--- src/rtl/pp_pkg.sv ---
package pp_pkg;
  typedef enum logic [1:0] {
    CAUSE_NONE = 2'd0,
    CAUSE_FULL = 2'd1,
    CAUSE_EOF  = 2'd2
  } swap_cause_e;
endpackage

--- src/rtl/pp_tick.sv ---
module pp_tick #(
  parameter int unsigned TICK_SHORT = 320,
  parameter int unsigned TICK_LONG  = 2000,
  localparam int unsigned CW = $clog2(TICK_LONG + 1)
) (
  input  logic clk_i,
  input  logic rst_ni,
  input  logic sel_i,
  output logic tick_o
);
  logic [CW-1:0] cnt_q;
  logic [CW-1:0] lim;

  assign lim    = sel_i ? CW'(TICK_LONG - 1) : CW'(TICK_SHORT - 1);
  assign tick_o = (cnt_q >= lim);

  always_ff @(posedge clk_i or negedge rst_ni) begin
    if (!rst_ni)     cnt_q <= '0;
    else if (tick_o) cnt_q <= '0;
    else             cnt_q <= cnt_q + 1'b1;
  end

  assert_tick_pulse_R10: assert property (@(posedge clk_i) disable iff (!rst_ni)
    tick_o |=> !tick_o);
endmodule

--- src/rtl/pp_rx_chan.sv ---
module pp_rx_chan
  import pp_pkg::*;
#(
  parameter int unsigned CNT_W = 6
) (
  input  logic             clk_i,
  input  logic             rst_ni,
  input  logic [CNT_W-1:0] blk_i,
  input  logic             wr_i,
  input  logic             eof_i,
  input  logic             rel_i,
  output logic             act_o,
  output logic [CNT_W-1:0] cnt_o,
  output logic             wr_ok_o,
  output logic             irq_o,
  output logic             ovf_o,
  output logic             st_full_o,
  output logic             st_eof_o,
  output logic [CNT_W-1:0] st_cnt_o
);
  logic             act_q, busy_q, irq_q, ovf_q, full_seen_q;
  logic [CNT_W-1:0] cnt_q, st_cnt_q;
  swap_cause_e      cause_q;
  logic             busy_eff;

  assign busy_eff = busy_q & ~rel_i;

  always_ff @(posedge clk_i or negedge rst_ni) begin
    if (!rst_ni) begin
      act_q       <= 1'b0;
      busy_q      <= 1'b0;
      irq_q       <= 1'b0;
      ovf_q       <= 1'b0;
      full_seen_q <= 1'b0;
      cnt_q       <= '0;
      st_cnt_q    <= '0;
      cause_q     <= CAUSE_NONE;
    end else begin
      if (rel_i) begin
        busy_q <= 1'b0;
        irq_q  <= 1'b0;
        ovf_q  <= 1'b0;
      end
      if (wr_i) begin
        if (cnt_q == blk_i) begin
          ovf_q <= 1'b1;                      // block held full: byte dropped
        end else if (cnt_q == blk_i - 1'b1) begin
          if (busy_eff) begin
            cnt_q <= blk_i;
            ovf_q <= 1'b1;
          end else begin
            act_q       <= ~act_q;
            cnt_q       <= '0;
            busy_q      <= 1'b1;
            irq_q       <= 1'b1;
            cause_q     <= CAUSE_FULL;
            st_cnt_q    <= blk_i;
            full_seen_q <= 1'b1;
          end
        end else begin
          cnt_q <= cnt_q + 1'b1;
        end
      end else if (eof_i) begin
        full_seen_q <= 1'b0;
        if (cnt_q == '0 && full_seen_q) begin
          irq_q    <= 1'b1;                   // frame ended on a block edge
          cause_q  <= CAUSE_EOF;
          st_cnt_q <= '0;
        end else if (busy_eff) begin
          ovf_q <= 1'b1;
          cnt_q <= '0;
        end else begin
          act_q    <= ~act_q;
          cnt_q    <= '0;
          busy_q   <= 1'b1;
          irq_q    <= 1'b1;
          cause_q  <= CAUSE_EOF;
          st_cnt_q <= cnt_q;
        end
      end
    end
  end

  assign act_o     = act_q;
  assign cnt_o     = cnt_q;
  assign wr_ok_o   = (cnt_q != blk_i);
  assign irq_o     = irq_q;
  assign ovf_o     = ovf_q;
  assign st_full_o = (cause_q == CAUSE_FULL);
  assign st_eof_o  = (cause_q == CAUSE_EOF);
  assign st_cnt_o  = st_cnt_q;

  assert_swap_needs_free_R7: assert property (@(posedge clk_i) disable iff (!rst_ni)
    (act_q != $past(act_q)) |-> (!$past(busy_q) || $past(rel_i)));

  assert_irq_on_swap_R4: assert property (@(posedge clk_i) disable iff (!rst_ni)
    (act_q != $past(act_q)) |-> (irq_q && busy_q));

  assert_drop_sets_ovf_R7: assert property (@(posedge clk_i) disable iff (!rst_ni)
    (wr_i && cnt_q == blk_i) |=> (ovf_q && $stable(act_q)));
endmodule

--- src/rtl/pp_buf_ctrl.sv ---
module pp_buf_ctrl #(
  parameter int unsigned NCH        = 4,
  parameter int unsigned BLK_MAX    = 32,
  parameter int unsigned TICK_SHORT = 320,
  parameter int unsigned TICK_LONG  = 2000,
  localparam int unsigned LG_NCH = $clog2(NCH),
  localparam int unsigned MODE_W = $clog2(LG_NCH + 1),
  localparam int unsigned CH_W   = $clog2(NCH),
  localparam int unsigned ADDR_W = $clog2(4 * BLK_MAX),
  localparam int unsigned CNT_W  = $clog2(BLK_MAX + 1),
  localparam int unsigned RX_OFF = 2 * BLK_MAX
) (
  input  logic                    clk_i,
  input  logic                    rst_ni,
  input  logic [MODE_W-1:0]       mode_i,
  input  logic                    tick_sel_i,
  input  logic                    rx_wr_i,
  input  logic                    rx_eof_i,
  input  logic [CH_W-1:0]         rx_ch_i,
  output logic [ADDR_W-1:0]       rx_wr_addr_o,
  output logic                    rx_wr_en_o,
  input  logic [CH_W-1:0]         host_ch_i,
  input  logic                    host_rel_i,
  input  logic                    host_tx_start_i,
  output logic [NCH*ADDR_W-1:0]   rx_ser_base_o,
  output logic [NCH*ADDR_W-1:0]   rx_host_base_o,
  output logic [NCH*ADDR_W-1:0]   tx_ser_base_o,
  output logic [NCH*ADDR_W-1:0]   tx_host_base_o,
  output logic [NCH-1:0]          rx_irq_o,
  output logic [NCH-1:0]          rx_ovf_o,
  output logic [NCH-1:0]          rx_stat_full_o,
  output logic [NCH-1:0]          rx_stat_eof_o,
  output logic [NCH*CNT_W-1:0]    rx_stat_cnt_o,
  output logic                    tick_o
);
  logic [MODE_W-1:0] lg;
  logic [CNT_W-1:0]  blk;
  logic [NCH-1:0]    ch_en, rx_act, rx_ok, tx_act_q;
  logic [CNT_W-1:0]  rx_cnt [NCH];

  assign lg  = (mode_i > MODE_W'(LG_NCH)) ? MODE_W'(LG_NCH) : mode_i;
  assign blk = CNT_W'(BLK_MAX >> lg);

  function automatic logic [ADDR_W-1:0] blk_addr(input logic rx, input int unsigned c,
                                                 input logic b, input logic [MODE_W-1:0] l);
    int unsigned idx;
    idx = 2 * c + (b ? 1 : 0);
    return ADDR_W'((rx ? RX_OFF : 0) + ((idx * BLK_MAX) >> l));
  endfunction

  for (genvar c = 0; c < NCH; c++) begin : g_ch
    logic wr_c, eof_c, rel_c, start_c;

    assign ch_en[c] = (c < (1 << lg));
    assign wr_c     = rx_wr_i  && rx_ch_i == CH_W'(c) && ch_en[c];
    assign eof_c    = rx_eof_i && rx_ch_i == CH_W'(c) && ch_en[c];
    assign rel_c    = host_rel_i      && host_ch_i == CH_W'(c) && ch_en[c];
    assign start_c  = host_tx_start_i && host_ch_i == CH_W'(c) && ch_en[c];

    pp_rx_chan #(.CNT_W(CNT_W)) i_rx (
      .clk_i     (clk_i),
      .rst_ni    (rst_ni),
      .blk_i     (blk),
      .wr_i      (wr_c),
      .eof_i     (eof_c),
      .rel_i     (rel_c),
      .act_o     (rx_act[c]),
      .cnt_o     (rx_cnt[c]),
      .wr_ok_o   (rx_ok[c]),
      .irq_o     (rx_irq_o[c]),
      .ovf_o     (rx_ovf_o[c]),
      .st_full_o (rx_stat_full_o[c]),
      .st_eof_o  (rx_stat_eof_o[c]),
      .st_cnt_o  (rx_stat_cnt_o[c*CNT_W +: CNT_W])
    );

    always_ff @(posedge clk_i or negedge rst_ni) begin
      if (!rst_ni)      tx_act_q[c] <= 1'b0;
      else if (start_c) tx_act_q[c] <= ~tx_act_q[c];
    end

    assign rx_ser_base_o [c*ADDR_W +: ADDR_W] = blk_addr(1'b1, c,  rx_act[c],   lg);
    assign rx_host_base_o[c*ADDR_W +: ADDR_W] = blk_addr(1'b1, c, ~rx_act[c],   lg);
    assign tx_ser_base_o [c*ADDR_W +: ADDR_W] = blk_addr(1'b0, c,  tx_act_q[c], lg);
    assign tx_host_base_o[c*ADDR_W +: ADDR_W] = blk_addr(1'b0, c, ~tx_act_q[c], lg);

    assert_tx_swap_R9: assert property (@(posedge clk_i) disable iff (!rst_ni)
      start_c |=> (tx_act_q[c] != $past(tx_act_q[c])));
  end

  always_comb begin
    rx_wr_addr_o = '0;
    rx_wr_en_o   = 1'b0;
    for (int c = 0; c < NCH; c++) begin
      if (rx_ch_i == CH_W'(c)) begin
        rx_wr_addr_o = rx_ser_base_o[c*ADDR_W +: ADDR_W] + ADDR_W'(rx_cnt[c]);
        rx_wr_en_o   = rx_wr_i && ch_en[c] && rx_ok[c];
      end
    end
  end

  pp_tick #(.TICK_SHORT(TICK_SHORT), .TICK_LONG(TICK_LONG)) i_tick (
    .clk_i  (clk_i),
    .rst_ni (rst_ni),
    .sel_i  (tick_sel_i),
    .tick_o (tick_o)
  );
endmodule

--- config.mk ---
export PLATFORM = sky130hd
export DESIGN_NAME = pp_buf_ctrl
export DESIGN_NICKNAME = d
export VERILOG_FILES = /design/src/rtl/pp_pkg.sv /design/src/rtl/pp_tick.sv /design/src/rtl/pp_rx_chan.sv /design/src/rtl/pp_buf_ctrl.sv
export SDC_FILE = /design/constraint.sdc
export NUM_CORES = 1
export LEC_CHECK = 0
export ABC_AREA = 1
export BUFFER_PORTS_ARGS = -buffer_cell sky130_fd_sc_hd__buf_2
export CAP_MARGIN = 20
export CORE_UTILIZATION = 45
export CTS_CLUSTER_DIAMETER = 100
export DETAILED_ROUTE_END_ITERATION = 6
export GPL_TIMING_DRIVEN = 0
export HOLD_SLACK_MARGIN = 0.1
export MAX_ROUTING_LAYER = met4
export PLACE_DENSITY = 0.81
export SYNTH_ARGS = -nofsm -noshare
export SYNTH_HDL_FRONTEND = slang
export SYNTH_SLANG_ARGS = --single-unit
--- constraint.sdc ---
create_clock -name clk_i -period 2.2 [get_ports clk_i]
set_input_delay 0.33 -clock clk_i [delete_from_list [all_inputs] [get_ports clk_i]]
set_output_delay 0.33 -clock clk_i [all_outputs]
set_load 0.03 [all_outputs]
# --- Yosys cells after proc, flatten, opt, wreduce, memory -nomap -nowiden ---
# Cells that the tools add are included.
op_classes:
  addsub: 30
  order_cmp: 6
  n_eq_ne: 46
  shift: 18
  mux: 235
  bitwise: 16
  n_reduce_logical: 70
op_table:
  columns: ["op", "count"]
  rows:
  - ["2-to-1 mux 6 bit", 52]
  - ["2-to-1 mux 1 bit", 148]
  - [">> shifter 9 x 2 -> 7 bit", 8]
  - ["< comparator 3 x 32 -> 1 bit, first input constant", 2]
  - ["2-to-1 mux 2 bit", 29]
  - ["adder 7 bit, first input constant", 8]
  - ["equality test 6 bit", 8]
  - ["logical AND 1 bit", 44]
  - ["adder 3 x 1 -> 4 bit, first input constant", 8]
  - ["< comparator 1 x 32 -> 1 bit, first input constant", 1]
  - ["< comparator 2 x 32 -> 1 bit, first input constant", 1]
  - ["!= test 2 bit, second input constant", 16]
  - ["AND reduction 4 bit", 8]
  - ["left shift 1 x 2 -> 32 bit, first input constant", 1]
  - [">> shifter 8 x 2 -> 7 bit", 4]
  - ["adder 7 x 6 -> 7 bit", 4]
  - ["2-to-1 mux 7 bit", 4]
  - [">> shifter 6 x 2 -> 7 bit", 4]
  - ["adder 6 x 1 -> 6 bit, second input constant", 4]
  - ["zero test 6 bit", 4]
  - ["!= test 6 bit", 4]
  - ["2-to-1 mux 11 bit", 2]
  - ["AND reduction 5 bit", 4]
  - ["equality test 2 bit, second input constant", 8]
  - ["13 further kinds", 45]
word_totals:
  ff_bits: 91
  out_inout_bits: 161
  word_cells: 458

# --- Depth between registers and ports, before layout ---
logic_depth:
  word_depth: 11
  mapped_depth: 14
  ltp_nobuf: 12

# --- By module ---
# A second synthesis with hierarchy kept.
hier_totals:
  cells_unflattened: 1243
  area_unflattened_um2: 8339.2
by_module_without_submodules:
  columns: ["module", "instances", "cells_per_inst", "area_each_um2", "seq_area_each_um2"]
  rows:
  - ["pp_rx_chan", 4, 210, 1423.9, 475.5]
  - ["pp_buf_ctrl", 1, 306, 1913.1, 100.1]
  - ["pp_tick", 1, 97, 730.7, 275.3]

# --- Worst setup path before layout ---
# Ideal clock, no wire load.
synth_path:
  path_kind: "input-to-output"
  startpoint: "input mode_i[1]"
  endpoint: "output rx_wr_addr_o[6]"
  arrival_ps: 2793
  required_ps: 1870
  setup_slack_ps: -923
  stages: 13
  path_buffers: 3
  cell_sequence: "buf_6 > inv_2 > nand2_1 > clkbuf_1 > buf_2 > o21ai_0 > ha_1 > a21oi_1 > nand3_1 > nand2_1 > nor2_1 > nor2_1 > nand3_1"
synth_rtl:
  columns: ["element", "line", "rtl"]
  rows:
  - ["start: declaration", "pp_buf_ctrl.sv:15", "input logic [MODE_W-1:0] mode_i,"]
  - ["greater-than comparator 2 bit", "pp_buf_ctrl.sv:41", "assign lg = (mode_i > MODE_W'(LG_NCH)) ? MODE_W'(LG_NCH) : mode_i;"]
  - ["2-to-1 mux 2 bit *", "pp_buf_ctrl.sv:41", null]
  - [">> shifter 8 x 2 -> 7 bit *", "pp_buf_ctrl.sv:48", "return ADDR_W'((rx ? RX_OFF : 0) + ((idx * BLK_MAX) >> l));"]
  - ["adder 7 bit *", "pp_buf_ctrl.sv:48", null]
  - ["net rx_ser_base_o[12]", "pp_buf_ctrl.sv:25", "output logic [NCH*ADDR_W-1:0] rx_ser_base_o,"]
  - ["adder 7 x 6 -> 7 bit *", "pp_buf_ctrl.sv:96", "rx_wr_addr_o = rx_ser_base_o[c*ADDR_W +: ADDR_W] + ADDR_W'(rx_cnt[c]);"]
  - ["2-to-1 mux 7 bit * (3 in series)", "pp_buf_ctrl.sv:95", "if (rx_ch_i == CH_W'(c)) begin"]
  - ["end: declaration", "pp_buf_ctrl.sv:20", "output logic [ADDR_W-1:0] rx_wr_addr_o,"]
# The timed path passes the listed nets; every way through them passes the cells marked *.

# --- Worst setup path in the final report ---
layout_path:
  startpoint: "input mode_i[0]"
  endpoint: "output rx_wr_addr_o[6]"
layout_between:
  elab_chain_len: 9
layout_rtl:
  columns: ["element", "line"]
  rows:
  - ["greater-than comparator 2 bit", "pp_buf_ctrl.sv:41"]
  - ["2-to-1 mux 2 bit *", "pp_buf_ctrl.sv:41"]
  - [">> shifter 6 x 2 -> 7 bit", "pp_buf_ctrl.sv:48"]
  - ["adder 7 bit", "pp_buf_ctrl.sv:48"]
  - ["adder 7 x 6 -> 7 bit", "pp_buf_ctrl.sv:96"]
  - ["2-to-1 mux 7 bit (3 in series)", "pp_buf_ctrl.sv:95"]
  - ["2-to-1 mux 7 bit *", "pp_buf_ctrl.sv:95"]
# Mark *: on every way between the ends. The rest lies on a longest branch, timed or not.

==> impl_metrics.toml <==
[clock_network]
clk_pin_slew_ns = 0.08
cts-root-buf = "clkbuf_16"
htreeDepth = 3
cts_tree = "built"
clock_sinks = 91
clk_path_buf_depth = 2
numCtsBuffers = 9
insertion_delay_ns = 0.36

[detailed_routing]
final_antenna_net_count = 0
wl_um = 21500
viasPerCell = 5.13
drt-initial-drc-count = 525
firstDrtPassIters = 5
wl_per_cell_um = 14.4
drt_drc_violations_left = 0
vias = 7657

[floorplan]
die_w_um = 128
die_area_um2 = 16500
rows = 45
ioPinCount = 174
die_height_um = 128
initial_core_util_pct = 46.7
core_um2 = 15400

[worst_setup_path]
worstSetupEndpoint = "rx_wr_addr_o[6]"
r2r_setup_slack_ns = 0.36
critPathLaunchType = "primary input"
slowest_stage = "ha_1"
startpoint = "mode_i[0]"
endpoint_kind = "output port"
reg2reg_to = "g_ch[0].i_rx.st_cnt_o[3]"
worstPathArrival_ns = 2.18
r2r-start = "g_ch[0].i_rx.cnt_o[1]"
worstPathRequired_ns = 1.87
path_cells = "buf_4, nor2_4, buf_6, buf_8, nand2_2, ha_1, a21oi_1, nand2_1, xor2_1, nand2_1, nand3_4, buf_6"
critical_path_class = "primary input to output port"
r2r_cells = 9
cp_max_fo = 11
cpPeakStageDelay_ns = 0.33

[run]
maxCapViolCount = 0

[cells_and_area]
fin_area_um2 = 9480
nets = 1325
n_antenna_cell = 0
drive_gt1_share_pct = 31.5
fin_cells = 1492
final_common_cell = "nand2_1"
area_delta_synth_final_pct = 32.1
final_cell_mix = "nand2_1, buf_4, buf_2"

[placement]
hpwlAfterDp_um = 15400
pre_cts_slack_ns = -0.585
placed_cells_incl_taps = 1430
gp_congestion = 0.952
port_buffers = 119
place_area_um2 = 8480

[timing]
skew_ns = 0.0137
holdWs_ns = 0.256
fin_crit_sh_pct = 114
setup_ws_ns = -0.307
tightest_slew_ns = 0.508
min_period_ns = 2.51
setup_violations = 4
grt_setup_unrepaired = "yes"
hold_viol_final = 0
fmax_mhz = 399
slew_viol_final = 0
relSlewSlack_pct = 66.1

[pwr]
ir_drop_v = 0.000590
power_density_nw_per_um2 = 738
total_power_uw = 7000
total_leakage_power_uw = 0.00522

[yosys]
synth_cell_types = 36
synth-async-reset-ratio_pct = 100
synthesis.area_um2 = 7180
synth_edf_count = 0
ys_ff_latch = 91
syn-mean-instance-area_um2 = 6.87
yosysWarnings = 0
yosysSeqAreaShare_pct = 31.7
syn_inst = 1045
ys.flop_type = "dfrtp_1"

[global_route]
use_met3_pct = 5.65
met2_usage_pct = 42.5
grt_max_degree = 57
grt_use_met1_pct = 34.7
grt-ovfl-total = 0
antenna_found_initial = 0
grt_pass1_vias = 6812
gr-max-usage-layer = "met2"
grtUsageTotal_pct = 27.0
grt_pass1_wl_um = 34000

[run_status]
status = "finished with violations"
violations = "negative setup slack"

[hold_path]
holdCritPathClass = "primary input to register"
-- cells by family (layout without fill, tap and decap cells) --
logic type               after synthesis  after routing  share of synthesized area (%)
buffers and inverters                198            380                           14.9
other                                  2             56                          0.105
XOR/XNOR                              22             22                           2.68
AND/OR/NAND/NOR                      628            628                           39.0
flip-flops                            91             91                           31.7
adder cells (fa/ha/maj)               36             36                           6.69
AO/OA/AOI/OAI                         68             68                           4.93
-- final cells by class --
type	count	area [µm²]
Buffer	99	847
Sequential cell	91	2290
Tap cell	211	264
Timing Repair Buffer	167	1020
Clock inverter	7	56.3
Inverter	98	392
Multi-Input combinational cell	810	4400
Fill cell	1349	5890
Clock buffer	9	225
-- metrics by stage --
| stage | TNS, ns | utilization, % |
|---|---|---|
| global route | -1.02 | 61.7 |
| floorplan | -0.517 | - |
| detailed placement | -2.02 | 55.2 |
| finish | -0.669 | 61.7 |
| global placement | -12.03 | 55.0 |
| CTS | -0.595 | 59.8 |
-- cell usage after synthesis, types with 3 or more instances --
library cell	instances	share of area [%]
a21oi_1	22	1.5
buf_2	11	0.77
buf_4	77	8.0
buf_6	3	0.47
clkbuf_1	8	0.42
dfrtp_1	91	32
fa_1	4	1.1
ha_1	32	5.6
inv_1	88	4.6
inv_2	9	0.47
nand2_1	309	16
nand2_2	15	1.3
nand3_1	106	7.4
nand3_2	3	0.42
nand3b_1	5	0.52
nand4_1	44	3.8
nor2_1	117	6.1
nor2_2	7	0.61
nor2_4	5	0.78
nor3_1	8	0.56
nor3b_1	4	0.42
o21ai_0	38	2.6
o22ai_1	4	0.35
xnor2_1	3	0.37
xor2_1	19	2.3
-- critical path: cells and delay by family --
family	cells	cell delay, ns
AO/OA/AOI/OAI	1	0.16
XOR/XNOR	1	0.14
adder cells (fa/ha/maj)	1	0.33
buffers and inverters	4	0.68
AND/OR/NAND/NOR	5	0.52
-- power breakdown --
group / total, µW / internal, µW / switching (µW)
combinational: 3300 / 1150 / 2150
clock: 1500 / 782 / 718
sequential: 2200 / 1950 / 249
total: 7000 / 3890 / 3110
-- registers in the layout (all words and copies together), names as in the netlist --
register,cells
i_tick.cnt_q,11
tx_act_q,4
g_ch.i_rx.st_cnt_o,24
g_ch.i_rx.full_seen_q,4
g_ch.i_rx.cnt_o,24
g_ch.i_rx.irq_o,4
g_ch.i_rx.ovf_o,4
g_ch.i_rx.busy_q,4
g_ch.i_rx.cause_q,8
g_ch.i_rx.act_o,4
-- per-layer routing --
metal / routed length (µm) / share of wire [%]
met5: 0 / 0
met4: 588 / 2.7
met3: 1850 / 8.6
met2: 10100 / 47
met1: 8950 / 42
-- worst min path at each step --
| stage | startpoint | endpoint | cells after the start |
|---|---|---|---|
| final | host_tx_start_i | tx_act_q[0] | 3 |
| after global routing | host_tx_start_i | tx_act_q[0] | 3 |
| after CTS | host_tx_start_i | tx_act_q[0] | 3 |
| after detailed placement | rst_ni | g_ch[0].i_rx.busy_q | 1 |
| after global placement | g_ch[2].i_rx.st_cnt_o[4] | g_ch[2].i_rx.st_cnt_o[4] | 2 |
| after floorplan | rst_ni | g_ch[0].i_rx.act_o | 0 |
-- timing repair --
action / in CTS / in global routing
gates resized for setup: 66 / 38
hold endpoints to repair: 35 / 0
endpoints found under the setup margin: 6 / 6
setup buffers: 24 / 22
hold buffers: 1 / 0
pin swaps: 19 / 19
Power figures use the tool's default switching activity.
